==> src/rtl/ccs_pkg.sv <==
package ccs_pkg;
   typedef enum logic [1:0] {
      ST_VIDEO   = 2'd0,
      ST_OPEN    = 2'd1,
      ST_DRAIN   = 2'd2,
      ST_HANDOFF = 2'd3
   } ccs_state_e;

   typedef enum logic [1:0] {
      TM_OFF   = 2'd0,
      TM_START = 2'd1,
      TM_END   = 2'd2
   } ccs_tphase_e;
endpackage

==> src/rtl/ccs_edge_det.sv <==
module ccs_edge_det (
   input  logic clk,
   input  logic rst_n,
   input  logic sig_i,
   input  logic rise_sel_i,
   output logic hit_o
);
   logic sig_q;

   always_ff @(posedge clk or negedge rst_n) begin
      if (!rst_n) sig_q <= 1'b0;
      else        sig_q <= sig_i;
   end

   assign hit_o = rise_sel_i ? (sig_i & ~sig_q) : (~sig_i & sig_q);
endmodule

==> src/rtl/ccs_ef_reg.sv <==
module ccs_ef_reg #(
   parameter int unsigned            DW        = 8,
   parameter int unsigned            NUM_DEV   = 2,
   parameter logic [NUM_DEV*DW-1:0]  DEV_ADDRS = {8'h90, 8'h80},
   parameter logic [DW-1:0]          EF_RESET  = 8'hFF
) (
   input  logic          clk,
   input  logic          rst_n,
   input  logic          wr_i,
   input  logic [DW-1:0] wdata_i,
   output logic [DW-1:0] ef_o
);
   logic [NUM_DEV-1:0] clash;

   for (genvar i = 0; i < NUM_DEV; i++) begin : g_addr
      assign clash[i] = (wdata_i == DEV_ADDRS[i*DW +: DW]);
      if (EF_RESET == DEV_ADDRS[i*DW +: DW]) begin : g_bad_reset
         $error("ccs_ef_reg: EF_RESET equals a device address");
      end
   end

   always_ff @(posedge clk or negedge rst_n) begin
      if (!rst_n)                 ef_o <= EF_RESET;
      else if (wr_i && !(|clash)) ef_o <= wdata_i;
   end
endmodule

==> src/rtl/ccs_timeout.sv <==
module ccs_timeout
   import ccs_pkg::*;
#(
   parameter int unsigned TW = 16
) (
   input  logic          clk,
   input  logic          rst_n,
   input  logic          arm_i,
   input  logic          hold_i,
   input  logic          act_i,
   input  logic          tick_i,
   input  logic [TW-1:0] start_lim_i,
   input  logic [TW-1:0] end_lim_i,
   output logic          start_act_o,
   output logic          end_act_o,
   output logic          expire_o
);
   ccs_tphase_e   phase;
   logic [TW-1:0] cnt;
   logic [TW:0]   next_cnt;
   logic [TW:0]   lim;

   assign next_cnt = {1'b0, cnt} + 1'b1;
   assign lim      = {1'b0, (phase == TM_START) ? start_lim_i : end_lim_i};
   assign expire_o = (phase != TM_OFF) && !arm_i && !hold_i && !act_i &&
                     tick_i && (next_cnt >= lim);

   always_ff @(posedge clk or negedge rst_n) begin
      if (!rst_n) begin
         phase <= TM_OFF;
         cnt   <= '0;
      end else if (arm_i) begin
         phase <= TM_START;
         cnt   <= '0;
      end else if (hold_i) begin
         phase <= TM_OFF;
         cnt   <= '0;
      end else if (phase != TM_OFF) begin
         if (act_i) begin
            phase <= TM_END;
            cnt   <= '0;
         end else if (expire_o) begin
            phase <= TM_OFF;
            cnt   <= '0;
         end else if (tick_i) begin
            cnt   <= next_cnt[TW-1:0];
         end
      end
   end

   assign start_act_o = (phase == TM_START);
   assign end_act_o   = (phase == TM_END);
endmodule

==> src/rtl/ccs_session_timer.sv <==
module ccs_session_timer
   import ccs_pkg::*;
#(
   parameter int unsigned            TW         = 16,
   parameter int unsigned            DW         = 8,
   parameter int unsigned            HS_CYCLES  = 8,
   parameter int unsigned            NUM_DEV    = 2,
   parameter logic [NUM_DEV*DW-1:0]  DEV_ADDRS  = {8'h90, 8'h80},
   parameter logic [DW-1:0]          EF_RESET   = 8'hFF
) (
   input  logic          clk,
   input  logic          rst_n,
   input  logic          fsync_i,
   input  logic          trig_rise_i,
   input  logic          bit_tick_i,
   input  logic          rx_valid_i,
   input  logic [DW-1:0] rx_data_i,
   input  logic          rx_err_i,
   input  logic [TW-1:0] start_lim_i,
   input  logic [TW-1:0] end_lim_i,
   input  logic          ef_wr_i,
   input  logic [DW-1:0] ef_wdata_i,
   input  logic          bypass_en_i,
   input  logic          bypass_perm_i,
   output logic          chan_en_o,
   output logic          video_en_o,
   output logic          start_tmr_o,
   output logic          end_tmr_o,
   output logic          err_report_o,
   output logic          reg_wr_ok_o
);
   localparam int unsigned HW = (HS_CYCLES > 1) ? $clog2(HS_CYCLES) : 1;
   localparam logic [HW-1:0] HS_LAST = HW'(HS_CYCLES - 1);

   if (TW < 1 || DW < 1 || HS_CYCLES < 1 || NUM_DEV < 1) begin : g_param_chk
      $error("ccs_session_timer: illegal parameter value");
   end

   ccs_state_e    state;
   logic          trig;
   logic          ef_hit;
   logic          expire;
   logic          in_open;
   logic [DW-1:0] ef_val;
   logic          drain_cnt;
   logic [HW-1:0] hs_cnt;
   logic          err_seen;
   logic          sess_lock;
   logic          perm_lock;

   assign in_open = (state == ST_OPEN);
   assign ef_hit  = in_open && rx_valid_i && (rx_data_i == ef_val);

   ccs_edge_det u_edge (
      .clk        (clk),
      .rst_n      (rst_n),
      .sig_i      (fsync_i),
      .rise_sel_i (trig_rise_i),
      .hit_o      (trig)
   );

   ccs_ef_reg #(
      .DW        (DW),
      .NUM_DEV   (NUM_DEV),
      .DEV_ADDRS (DEV_ADDRS),
      .EF_RESET  (EF_RESET)
   ) u_ef (
      .clk     (clk),
      .rst_n   (rst_n),
      .wr_i    (ef_wr_i),
      .wdata_i (ef_wdata_i),
      .ef_o    (ef_val)
   );

   ccs_timeout #(.TW(TW)) u_tmo (
      .clk         (clk),
      .rst_n       (rst_n),
      .arm_i       ((state == ST_VIDEO) && trig),
      .hold_i      (!in_open || ef_hit),
      .act_i       (in_open && rx_valid_i),
      .tick_i      (bit_tick_i),
      .start_lim_i (start_lim_i),
      .end_lim_i   (end_lim_i),
      .start_act_o (start_tmr_o),
      .end_act_o   (end_tmr_o),
      .expire_o    (expire)
   );

   always_ff @(posedge clk or negedge rst_n) begin
      if (!rst_n) begin
         state        <= ST_VIDEO;
         drain_cnt    <= 1'b0;
         hs_cnt       <= '0;
         err_seen     <= 1'b0;
         sess_lock    <= 1'b0;
         perm_lock    <= 1'b0;
         err_report_o <= 1'b0;
      end else begin
         err_report_o <= 1'b0;
         unique case (state)
            ST_VIDEO: begin
               if (trig) begin
                  state     <= ST_OPEN;
                  err_seen  <= 1'b0;
                  sess_lock <= 1'b0;
               end
            end
            ST_OPEN: begin
               if (bypass_en_i) begin
                  sess_lock <= 1'b1;
                  if (bypass_perm_i) perm_lock <= 1'b1;
               end
               if (rx_valid_i && rx_err_i) err_seen <= 1'b1;
               if (ef_hit) begin
                  state     <= ST_DRAIN;
                  drain_cnt <= 1'b0;
               end else if (expire) begin
                  state  <= ST_HANDOFF;
                  hs_cnt <= '0;
               end
            end
            ST_DRAIN: begin
               if (bit_tick_i) begin
                  if (drain_cnt) begin
                     state        <= ST_HANDOFF;
                     hs_cnt       <= '0;
                     err_report_o <= err_seen;
                  end else begin
                     drain_cnt <= 1'b1;
                  end
               end
            end
            default: begin
               if (hs_cnt == HS_LAST) state  <= ST_VIDEO;
               else                   hs_cnt <= hs_cnt + 1'b1;
            end
         endcase
      end
   end

   assign chan_en_o   = (state == ST_OPEN) || (state == ST_DRAIN);
   assign video_en_o  = (state == ST_VIDEO);
   assign reg_wr_ok_o = chan_en_o && !sess_lock && !perm_lock;
endmodule

==> config.mk <==
export PLATFORM = sky130hd
export DESIGN_NAME = ccs_session_timer
export DESIGN_NICKNAME = d
export VERILOG_FILES = /design/src/rtl/ccs_pkg.sv /design/src/rtl/ccs_edge_det.sv /design/src/rtl/ccs_ef_reg.sv /design/src/rtl/ccs_timeout.sv /design/src/rtl/ccs_session_timer.sv
export SDC_FILE = /design/constraint.sdc
export NUM_CORES = 1
export LEC_CHECK = 0
export BUFFER_PORTS_ARGS = -buffer_cell sky130_fd_sc_hd__buf_2
export CORE_MARGIN = 4
export CORE_UTILIZATION = 38
export CTS_CLUSTER_DIAMETER = 60
export DETAILED_ROUTE_END_ITERATION = 8
export GPL_TIMING_DRIVEN = 0
export PLACE_DENSITY = 0.69
export SYNTH_ARGS = -nofsm -noshare
export SYNTH_HDL_FRONTEND = slang
export SYNTH_HIERARCHICAL = 1
export SYNTH_SLANG_ARGS = --single-unit
==> constraint.sdc <==
create_clock -name clk -period 9.8 [get_ports clk]
set_input_delay 0.49 -clock clk [delete_from_list [all_inputs] [get_ports clk]]
set_output_delay 0.49 -clock clk [all_outputs]
set_load 0.02 [all_outputs]
==> impl_results.md <==
* Root Buffer: clkbuf_8
* Die extent in y at 95.0 um
* Crit-path max FO at 8
* Ys async rst share at 100%
* Synthesized cell area at 0.00288 mm^2
* Antenna Cells at 0
* Initial Util at 39.5%
* Leakage at 0.00165 uW
* Detailed Routing Iterations Pass 1 at 4
* Setup-failing EPs final at 0
* I/O Buffers at between 60 and 70
* Finished Layout Cells at 454
* Peak VDD IR at ~0.093 mV
* Row count at 31
* Critical path endpoint category: flip-flop
* DP Cell Count at 446
* Slew Viols, Final at 0
* Per-cell routed wire length at 13.3 um
* Share of cells above drive strength 1 at between 30% and 40%
* CTS buffer count at 5
* GPL Wtd Cong at between 0.7 and 0.8
* Core box area at 0.00729 mm^2
* Hold-fix buffers at CTS at 0
* Hold Path Class: input port to async pin
* Critical path type: flip-flop to flip-flop
* Ys flop type: dfrtp_1
* Crit path required time at 9.97 ns
* Slack of the critical path at between 5 and 6 ns
* Status: finished clean
* I/O pins at 64
* Worst-Margin Slew at between 0.9 and 1 ns
* Largest net degree at the start of global routing at 38
* Vias at 2286
* Power per cell area at 187 mW/mm^2
* Worst Path Arrival at 4.39 ns
* Remaining DRCs at 0
* Number of distinct library cells after synthesis at 68
* Post-CTS Resized at 0
* Antenna violations before repair at 0
* Vias in the first global route at 2172
* Yosys warnings at 6
* Area grow syn2layout at 19.1%
* Syn nets at 366
* DRT antenna net count at 0
* H-tree levels at 2
* Overflow after GRT at 0
* Mapped Cells at 285
* Post-synth EDFFs at 0
* Most common cell after layout, fill and taps aside: buf_2
* Post-DP HPWL at about 4700 um
* Clock transition at path regs at 0.08 ns
* # fillers at 714
* Net count, final at 435
* CTS tree: yes
* Post-CTS repair timing setup buffer count at 0
* Flops & latches, synth at 37
* Most frequent cells in the layout: buf_2 (66), dfrtp_1 (29), nand2_1 (26)
* CTS sink cnt at 37
* Setup total negative slack at 0 ns
* Util after Layout at about 47%
* Max-cap violations at 0
* Vias per cell at 5.04
* First-pass GRT wire length at 9940 um
* R2R Setup Slk at 5.58 ns
* Power Total at 641 uW
* Insertion delay to the later sink of the worst-skew pair at 0.29 ns
* Fmax at 0.237 GHz
* Initial drt markers at 111
* Sequential element share of the synthesized area at 32.5%
* Fin crit share at roughly 43%
* Die width at approximately 95 um
* Clock tree buffer depth at 2
* Setup Skew at 0.00959 ns
* Slew margin rel. at 36.3%
* Gr usage total at about 14%
* Startpoint Class: flip-flop
* Die ar. at between 0.009 and 0.01 mm^2
* RSZ-0062 raised after global routing: false
* Period minus WS final at 4.22 ns
* DRT Wirelength at 6050 um
* Final Hold Fails at 0
* Synth Area per Inst at 10.1 um^2
* Placement Setup Slack at 5.63 ns
per-layer routing:
layer / routed length, um / vias to the layer above / global-route usage (%)
met2: 2990 / 37 / 23.4
met3: 253 / 6 / 2.21
met5: 0 / - / 0
met4: 79 / 0 / 5.05
li1: - / 1176 / -
met1: 2730 / 1067 / 18.5
registers in the layout, indices dropped and copies added (netlist names):
| register | cells |
|---|---|
| err_seen | 1 |
| u_tmo/cnt | 16 |
| err_report_o | 1 |
| u_edge/sig_q | 1 |
| state | 2 |
| drain_cnt | 1 |
| u_tmo/phase | 2 |
| sess_lock | 1 |
| hs_cnt | 3 |
| u_ef/ef_o | 8 |
| perm_lock | 1 |
synthesized netlist by cell type, drive strengths merged, types with 3 or more instances:
cell type | number | area [um^2]
dfrtp | 29 | 726
nand2 | 27 | 104
ha | 23 | 288
nor2 | 17 | 66.3
xnor2 | 17 | 149
inv | 16 | 60.1
mux2i | 15 | 150
o21ai | 13 | 87.6
a21oi | 10 | 65.1
o31ai | 10 | 121
nand3 | 9 | 62.6
dfstp | 8 | 210
buf | 7 | 53.8
mux2 | 7 | 86.3
a22o | 6 | 52.6
nand4 | 6 | 52.6
nand2b | 5 | 31.3
nor2b | 5 | 38.8
xor2 | 5 | 43.8
a21o | 4 | 37.5
a2111oi | 3 | 40.0
a211o | 3 | 26.3
and2 | 3 | 25.0
and3 | 3 | 18.8
and4 | 3 | 26.3
clkbuf | 3 | 11.3
nor3 | 3 | 15.0
or3 | 3 | 23.8
cells by family (layout without fill, tap and decap cells):
| logic type | after synthesis | after routing | share of synthesized area, % |
|---|---|---|---|
| simple gates | 94 | 94 | 18.9 |
| compound gates | 61 | 61 | 19.4 |
| flops | 37 | 37 | 32.5 |
| buf+inv | 26 | 96 | 4.35 |
| fa+ha+maj | 23 | 23 | 10.0 |
| xor+xnor | 22 | 22 | 6.69 |
| mux | 22 | 22 | 8.21 |
where the power goes:
part	internal (uW)	leakage, uW	switching, uW
Clock	83.0	0.0000585	54.5
Sequential	177	0.000467	19.3
Combinational	133	0.00112	174
Total	393	0.00165	248
stage by stage:
| step | cell area (um^2) | hold WS, ns |
|---|---|---|
| finish | 3430 | 0.304 |
| global route | 3430 | 0.311 |
| CTS | 3430 | 0.316 |
| detailed placement | 3310 | 0.465 |
| global placement | 3310 | 0.451 |
| floorplan | 2880 | 0.194 |
final cells by class:
cell class                 count  area (um^2)  share of cell area (%)
buffer                        10         65.1                    1.90
clock buffer                   7         86.3                    2.52
clock inverter                 1         30.0                   0.876
inverter                      16         60.1                    1.75
multi-input combinational    222         1820                    53.0
sequential                    37          936                    27.3
tap                           99          124                    3.61
timing repair buffer          62          310                    9.05
worst paths after layout:
check,from,end,cells past startpoint
max,u_tmo/cnt[0],state[1],17
min,rst_n,u_tmo/cnt[8],1
max reg2reg,u_tmo/cnt[0],state[1],17
min reg2reg,perm_lock,perm_lock,1
max in group asynchronous,rst_n,u_tmo/cnt[9],1
min in group clk,fsync_i,u_edge/sig_q,1
worst max-delay path, cell delays in order (launching register included):
cell and delay (ns):
dfrtp_1 0.48, ha_1 0.31, nand4_1 0.14, or2_1 0.25
buf_4 0.17, nor2_1 0.14, xnor2_1 0.21, inv_1 0.08
ha_1 0.31, nand3_1 0.11, nor2_1 0.32, nand3_1 0.25
nand3_4 0.16, and3_1 0.21, nor2b_4 0.06, a2111oi_1 0.40
nand2_1 0.15, mux2_1 0.34
(Power assumes the default switching activity.)
